[src/rtl/sleep_seq_pkg.sv]
package sleep_seq_pkg;

  typedef enum logic [2:0] {
    ST_RUN, ST_ENTER_RST, ST_PWR_OFF, ST_SLEEP,
    ST_WAKE_QUAL, ST_PWR_ON, ST_VCC_WAIT, ST_RELEASE
  } seqState_e;

  // strobes from control to datapath
  typedef struct packed {
    logic qualTick;    // advance per-pin hold counters
    logic qualClr;     // clear per-pin hold counters
    logic latchStatus; // capture qualifying pins
    logic clrStatus;   // clear captured pins
    logic settleTick;  // advance settle counter
    logic settleClr;   // clear settle counter
  } seqStrobe_t;

endpackage

[src/rtl/sleep_seq_dp.sv]
module sleep_seq_dp
  import sleep_seq_pkg::*;
#(
  parameter int NUM_PINS     = 16,
  parameter int QUAL_TICKS   = 3,
  parameter int SETTLE_TICKS = 328
) (
  input  logic                clk,
  input  logic                rstN,
  input  seqStrobe_t          strobes,
  input  logic [NUM_PINS-1:0] wakePins,
  input  logic [NUM_PINS-1:0] wakeMask,
  input  logic                battFaultN,
  input  logic                vddFaultN,
  input  logic                supplyGood,
  output logic                anyActive,
  output logic                anyQualified,
  output logic                settleDone,
  output logic                earlyOk,
  output logic [NUM_PINS-1:0] wakeStatus
);

  localparam int QW = $clog2(QUAL_TICKS + 1);
  localparam int SW = $clog2(SETTLE_TICKS);
  localparam logic [QW-1:0] QUAL_LAST  = QW'(QUAL_TICKS - 1);
  localparam logic [SW-1:0] SETTLE_END = SW'(SETTLE_TICKS - 1);

  logic [NUM_PINS-1:0] pinActive;
  logic [NUM_PINS-1:0] pinQualified;
  logic [SW-1:0]       settleCnt;

  generate
    for (genvar i = 0; i < NUM_PINS; i++) begin : gPin
      logic [QW-1:0] holdCnt;
      assign pinActive[i]    = wakePins[i] & wakeMask[i] & battFaultN;
      assign pinQualified[i] = pinActive[i] && (holdCnt >= QUAL_LAST);

      always_ff @(posedge clk or negedge rstN) begin
        if (!rstN) begin
          holdCnt <= '0;
        end else if (strobes.qualClr) begin
          holdCnt <= '0;
        end else if (strobes.qualTick) begin
          if (!pinActive[i])                     holdCnt <= '0;
          else if (holdCnt < QW'(QUAL_TICKS))    holdCnt <= holdCnt + 1'b1;
        end
      end
    end
  endgenerate

  assign anyActive    = |pinActive;
  assign anyQualified = |pinQualified;

  always_ff @(posedge clk or negedge rstN) begin
    if (!rstN) begin
      wakeStatus <= '0;
    end else if (strobes.clrStatus) begin
      wakeStatus <= '0;
    end else if (strobes.latchStatus) begin
      wakeStatus <= pinQualified;
    end
  end

  always_ff @(posedge clk or negedge rstN) begin
    if (!rstN) begin
      settleCnt <= '0;
    end else if (strobes.settleClr) begin
      settleCnt <= '0;
    end else if (strobes.settleTick && settleCnt != SETTLE_END) begin
      settleCnt <= settleCnt + 1'b1;
    end
  end

  assign settleDone = (settleCnt == SETTLE_END);
  assign earlyOk    = (settleCnt != '0) && supplyGood && vddFaultN;

  AST_SETTLE_BOUND: assert property (@(posedge clk) disable iff (!rstN)
    settleCnt < SW'(SETTLE_TICKS)) else $error("settle counter overran");

  AST_STATUS_MASKED: assert property (@(posedge clk) disable iff (!rstN)
    strobes.latchStatus |=> ((wakeStatus & ~$past(wakeMask)) == '0))
    else $error("unmasked pin recorded");

endmodule

[src/rtl/sleep_seq_ctrl.sv]
module sleep_seq_ctrl
  import sleep_seq_pkg::*;
#(
  parameter int ENTER_TICKS = 2
) (
  input  logic       clk,
  input  logic       rstN,
  input  logic       tick,
  input  logic       sleepReq,
  input  logic       battFaultN,
  input  logic       anyActive,
  input  logic       anyQualified,
  input  logic       settleDone,
  input  logic       earlyOk,
  output seqStrobe_t strobes,
  output logic       resetOutN,
  output logic       pwrEn
);

  localparam int EW = $clog2(ENTER_TICKS + 1);
  localparam logic [EW-1:0] ENTER_LAST = EW'(ENTER_TICKS - 1);

  seqState_e state, nextState;
  logic [EW-1:0] enterCnt;
  logic inQual;

  always_comb begin
    nextState = state;
    unique case (state)
      ST_RUN:       if (sleepReq)                  nextState = ST_ENTER_RST;
      ST_ENTER_RST: if (enterCnt == ENTER_LAST)    nextState = ST_PWR_OFF;
      ST_PWR_OFF:                                  nextState = ST_SLEEP;
      ST_SLEEP:     if (battFaultN && anyActive)   nextState = ST_WAKE_QUAL;
      ST_WAKE_QUAL: begin
        if (!battFaultN || !anyActive)             nextState = ST_SLEEP;
        else if (anyQualified)                     nextState = ST_PWR_ON;
      end
      ST_PWR_ON:                                   nextState = ST_VCC_WAIT;
      ST_VCC_WAIT:  if (settleDone || earlyOk)     nextState = ST_RELEASE;
      ST_RELEASE:                                  nextState = ST_RUN;
      default:                                     nextState = ST_RUN;
    endcase
  end

  always_ff @(posedge clk or negedge rstN) begin
    if (!rstN) begin
      state <= ST_RUN;
    end else if (tick) begin
      state <= nextState;
    end
  end

  always_ff @(posedge clk or negedge rstN) begin
    if (!rstN) begin
      enterCnt <= '0;
    end else if (state != ST_ENTER_RST) begin
      enterCnt <= '0;
    end else if (tick && enterCnt != ENTER_LAST) begin
      enterCnt <= enterCnt + 1'b1;
    end
  end

  assign inQual = (state == ST_SLEEP) || (state == ST_WAKE_QUAL);

  always_comb begin
    strobes             = '0;
    strobes.qualTick    = tick && inQual;
    strobes.qualClr     = !inQual;
    strobes.latchStatus = tick && (state == ST_WAKE_QUAL) && (nextState == ST_PWR_ON);
    strobes.clrStatus   = tick && (state == ST_RUN) && (nextState == ST_ENTER_RST);
    strobes.settleTick  = tick && (state == ST_VCC_WAIT);
    strobes.settleClr   = (state != ST_VCC_WAIT);
  end

  assign resetOutN = (state == ST_RUN) || (state == ST_RELEASE);
  assign pwrEn     = !((state == ST_PWR_OFF) || (state == ST_SLEEP) ||
                       (state == ST_WAKE_QUAL));

  AST_STATE_ON_TICK: assert property (@(posedge clk) disable iff (!rstN)
    !tick |=> $stable(state)) else $error("state moved without tick");

  AST_PWR_OFF_UNDER_RST: assert property (@(posedge clk) disable iff (!rstN)
    $fell(pwrEn) |-> !resetOutN) else $error("power dropped with reset released");

  AST_WAKE_BATT_OK: assert property (@(posedge clk) disable iff (!rstN)
    $rose(pwrEn) |-> $past(battFaultN)) else $error("woke during battery fault");

  AST_RELEASE_WITH_PWR: assert property (@(posedge clk) disable iff (!rstN)
    $rose(resetOutN) |-> pwrEn) else $error("reset released without power");

endmodule

[src/rtl/sleep_seq.sv]
module sleep_seq
  import sleep_seq_pkg::*;
#(
  parameter int NUM_PINS     = 16,
  parameter int ENTER_TICKS  = 2,
  parameter int QUAL_TICKS   = 3,
  parameter int SETTLE_TICKS = 328
) (
  input  logic                clk,
  input  logic                rstN,
  input  logic                tick,
  input  logic                sleepReq,
  input  logic [NUM_PINS-1:0] wakePins,
  input  logic [NUM_PINS-1:0] wakeMask,
  input  logic                battFaultN,
  input  logic                vddFaultN,
  input  logic                supplyGood,
  output logic                resetOutN,
  output logic                pwrEn,
  output logic [NUM_PINS-1:0] wakeStatus
);

  seqStrobe_t strobes;
  logic anyActive, anyQualified, settleDone, earlyOk;

  sleep_seq_ctrl #(.ENTER_TICKS(ENTER_TICKS)) uCtrl (
    .clk(clk), .rstN(rstN), .tick(tick), .sleepReq(sleepReq),
    .battFaultN(battFaultN), .anyActive(anyActive),
    .anyQualified(anyQualified), .settleDone(settleDone), .earlyOk(earlyOk),
    .strobes(strobes), .resetOutN(resetOutN), .pwrEn(pwrEn)
  );

  sleep_seq_dp #(
    .NUM_PINS(NUM_PINS), .QUAL_TICKS(QUAL_TICKS), .SETTLE_TICKS(SETTLE_TICKS)
  ) uDp (
    .clk(clk), .rstN(rstN), .strobes(strobes), .wakePins(wakePins),
    .wakeMask(wakeMask), .battFaultN(battFaultN), .vddFaultN(vddFaultN),
    .supplyGood(supplyGood), .anyActive(anyActive),
    .anyQualified(anyQualified), .settleDone(settleDone), .earlyOk(earlyOk),
    .wakeStatus(wakeStatus)
  );

endmodule

[config.mk]
export PLATFORM = sky130hd
export DESIGN_NAME = sleep_seq
export DESIGN_NICKNAME = d
export VERILOG_FILES = /design/src/rtl/sleep_seq_pkg.sv /design/src/rtl/sleep_seq_dp.sv /design/src/rtl/sleep_seq_ctrl.sv /design/src/rtl/sleep_seq.sv
export SDC_FILE = /design/constraint.sdc
export NUM_CORES = 1
export LEC_CHECK = 0
export BUFFER_PORTS_ARGS = -buffer_cell sky130_fd_sc_hd__buf_4
export CORE_MARGIN = 4
export CORE_UTILIZATION = 45
export CTS_BUF_LIST = sky130_fd_sc_hd__clkbuf_8
export DETAILED_ROUTE_END_ITERATION = 10
export GPL_TIMING_DRIVEN = 0
export PLACE_DENSITY = 0.65
export REMOVE_ABC_BUFFERS = 1
export SLEW_MARGIN = 20
export SYNTH_ARGS = -nofsm -noshare
export SYNTH_HDL_FRONTEND = slang
export SYNTH_SLANG_ARGS = --single-unit
[constraint.sdc]
create_clock -name clk -period 1.7 [get_ports clk]
set_clock_uncertainty 0.05 [all_clocks]
set_input_delay 0.17 -clock clk [delete_from_list [all_inputs] [get_ports clk]]
set_output_delay 0.17 -clock clk [all_outputs]
set_load 0.02 [all_outputs]
==> impl_results.md <==
* Gpl congestion at 0.8312
* Tcrit/Tclk final at 111.5%
* Clock transition at path regs at 0.07 ns
* Layout cells sized above 1 at 29.79%
* Wire per inst at 15.56 um
* YS warnings at 0
* Cells after synthesis at 429
* Clk Latency, worst-skew pair at 0.35 ns
* Final Slew Violations at 0
* Die height at 100.3 um
* Commonest non-fill, non-tap cells in the layout: buf_4, nor2_1, dfrtp_1, nand4_1, a21oi_1
* Pre-CTS WS at -0.7918 ns
* CTS Sinks at 62
* Hold path startpoint: wakePins[5]
* Crit-path cells: inv_1 > ha_1 > o2111ai_2 > nand4_1 > nor2_1 > a31oi_2 > o21ai_4 > buf_12 > o2bb2ai_1
* Top_reg_cell synth: dfrtp_1
* Antenna Violating Nets Remaining at 0
* Initial antenna violation count at 0
* FF-to-FF Start: uDp.gPin[0].holdCnt[0]$_DFFE_PN0P_
* R2R Path End: uDp.wakeStatus[4]$_DFFE_PN0P_
* CP Class: reg -> reg
* H-tree levels at 3
* Largest stage delay, worst path at 0.35 ns
* Area grow syn2layout at 32.55%
* Slew headroom at 47.57%
* Tot Pwr at 4.559 mW
* Number of enable flip-flop cells after synthesis at 0
* DP HPWL at 6.288 mm
* Total wire length at 9.834 mm
* Buffers on Ports at 56
* Sequential-to-total area share from yosys stat at 40.48%
* Power density over the cells at 897.6 mW/mm^2
* Final Hold Viols at 0
* DR iter-0 viols at 111
* GRT Residual Overflow at 0
* Global-route wire length before repair at 16.13 mm
* Status: finished with violations
* Register area at 0.001555 sq mm
* CTS tree: done
* FF-to-FF setup slack at -0.20 ns
* Number of buffers on the longest clock path at 2
* Footprint of the multi-input gates at 0.002286 sq mm
* RSZ-0062 raised after global routing: yes
* Hold crit path type: in -> reg
* Die ar. at 0.01006 sq mm
* Static Leak at 2.328 nW
* Critical path launch point: uDp.gPin[0].holdCnt[0]$_DFFE_PN0P_
* Filler cell count at 749
* Reg2reg path depth at 9
* CP Capture Type: flop
* Remaining DRCs at 0
* Core Area at 0.008258 sq mm
* CP Capture Point: uDp.wakeStatus[4]$_DFFE_PN0P_
* DR vias/cell at 5.622
* Largest net degree at the start of global routing at 63
* I/O pin total at 57
* Vias in the first global route at 3,556
* Final nets at 596
* FMAX at 527.7 MHz
* Vias at 3,553
* Crit start category: flop
* Crit path time final at 1.895 ns
* Antenna diode count at 0
* Total track usage at 20.04%
* Pre-antenna DRT Iters at 4
* Setup-failing EPs final at 17
* CTS Root Cell: clkbuf_8
* Commonest non-fill, non-tap cell in the layout: buf_4
* Max VDD drop at 0.0004201 V
* Yosys reg bits at 62
* Initial Utilization at 46.41%
* Cell area after synthesis at 0.003832 sq mm
* Site Rows at 33
* Crit path DAT at 2.11 ns
* Mean Syn Cell Area at 8.933 sq um
* Dpl cells at 570
* Die width at 100.3 um
* Worst-path fanout max at 16
* CTS Buf Count at 9
* Failing checks: negative setup slack
* Crit-path slowest cell: dfrtp_1
* Final worst-path setup slack at -0.1951 ns
* Final std cells w/o fill at 632
* Max cap viols at 0
* Fraction of registers with async set or reset after synthesis at 100.0%
* Crit path required time at 1.92 ns
* Worst Tran Pin Value at 0.7865 ns
* Netlist cell types at 40
[sequential cells by signal (all words and copies together), names as in the netlist]
register / flops
uCtrl.enterCnt: 2
uDp.gPin.holdCnt: 32
uDp.settleCnt: 9
uCtrl.state: 3
uDp.wakeStatus: 16
[area by class of cell]
cell class                 instances  area share [%]
clock buffer                      10           2.709
timing repair buffer             103           15.94
multi-input combinational        324           45.00
sequential                        62           30.62
clock inverter                     6           1.527
tap                              105           2.586
inverter                          22           1.626
[cells by family after synthesis]
kind of cell / count (synthesis) / share of synthesized area (%)
AO/OA/AOI/OAI: 99 / 18.32
AND/OR/NAND/NOR: 181 / 22.85
flip-flops: 62 / 40.48
adder cells (fa/ha/maj): 35 / 11.43
XOR/XNOR: 8 / 1.828
buffers and inverters: 43 / 4.799
multiplexers: 1 / 0.2938
[Yosys cell counts, types with 3 or more instances]
master	n	area, sq um
a21oi_1	37	185.2
a22oi_1	8	60.06
buf_2	6	30.03
clkbuf_1	13	48.80
dfrtp_1	62	1551
ha_1	35	437.9
inv_1	22	82.58
nand2_1	28	105.1
nand3_1	7	35.03
nand4_1	39	244.0
nor2_1	80	300.3
nor2b_1	18	112.6
o2111ai_1	16	140.1
o21ai_0	4	20.02
o2bb2ai_1	15	131.4
xnor2_1	3	26.28
xor2_1	5	43.79
[stage by stage]
step	cell area, sq um	setup TNS [ns]	utilization, %	hold slack (ns)
floorplan	3731	-18.74	-	-0.1756
global placement	4283	-59.63	51.86	0.2532
detailed placement	4322	-13.20	52.33	0.2624
CTS	4969	-2.637	60.17	0.05126
global route	5080	-5.258	61.52	0.07601
finish	5080	-3.087	61.52	0.07505
[metal layers]
metal  track usage, %  vias up  wire length, um
li1                 -     1743                -
met1            24.82     1707             4318
met2            33.89       86             4837
met3            5.073       17              522
met4            7.047        0              156
met5                0        -                0
[worst max-delay path, delay by kind of cell, from the launching register on]
family | cells | cell delay (ns)
adders and majority gates | 1 | 0.20
AOI/OAI and AO/OA | 4 | 0.69
DFF | 1 | 0.35
buffers and inverters | 2 | 0.21
and+or+nand+nor | 2 | 0.30
[worst min path at each step]
stage	cells past startpoint	slack, ns	to
5_1_grt	3	0.08	uDp.wakeStatus[4]$_DFFE_PN0P_
3_3_place_gp	1	0.25	uDp.settleCnt[5]$_DFFE_PN0P_
4_1_cts	3	0.05	uDp.wakeStatus[4]$_DFFE_PN0P_
6_report	3	0.08	uDp.wakeStatus[5]$_DFFE_PN0P_
2_1_floorplan	0	-0.18	uCtrl.enterCnt[0]$_DFFE_PN0P_
3_5_place_dp	1	0.26	uDp.settleCnt[6]$_DFFE_PN0P_
[power breakdown]
part / switching (mW) / total [mW] / internal [mW] / leakage [nW]
sequential: 0.0858 / 1.64 / 1.55 / 0.856
combinational: 0.823 / 1.49 / 0.665 / 1.35
clock: 0.583 / 1.43 / 0.850 / 0.119
[what timing repair did]
action	4_1_cts	5_1_grt
endpoints found under the setup margin	22	22
hold endpoints to repair	62	0
resized for setup	30	9
hold buffers	1	0
setup buffers	34	11
pin swaps	14	3
Power figures use the tool's default switching activity.
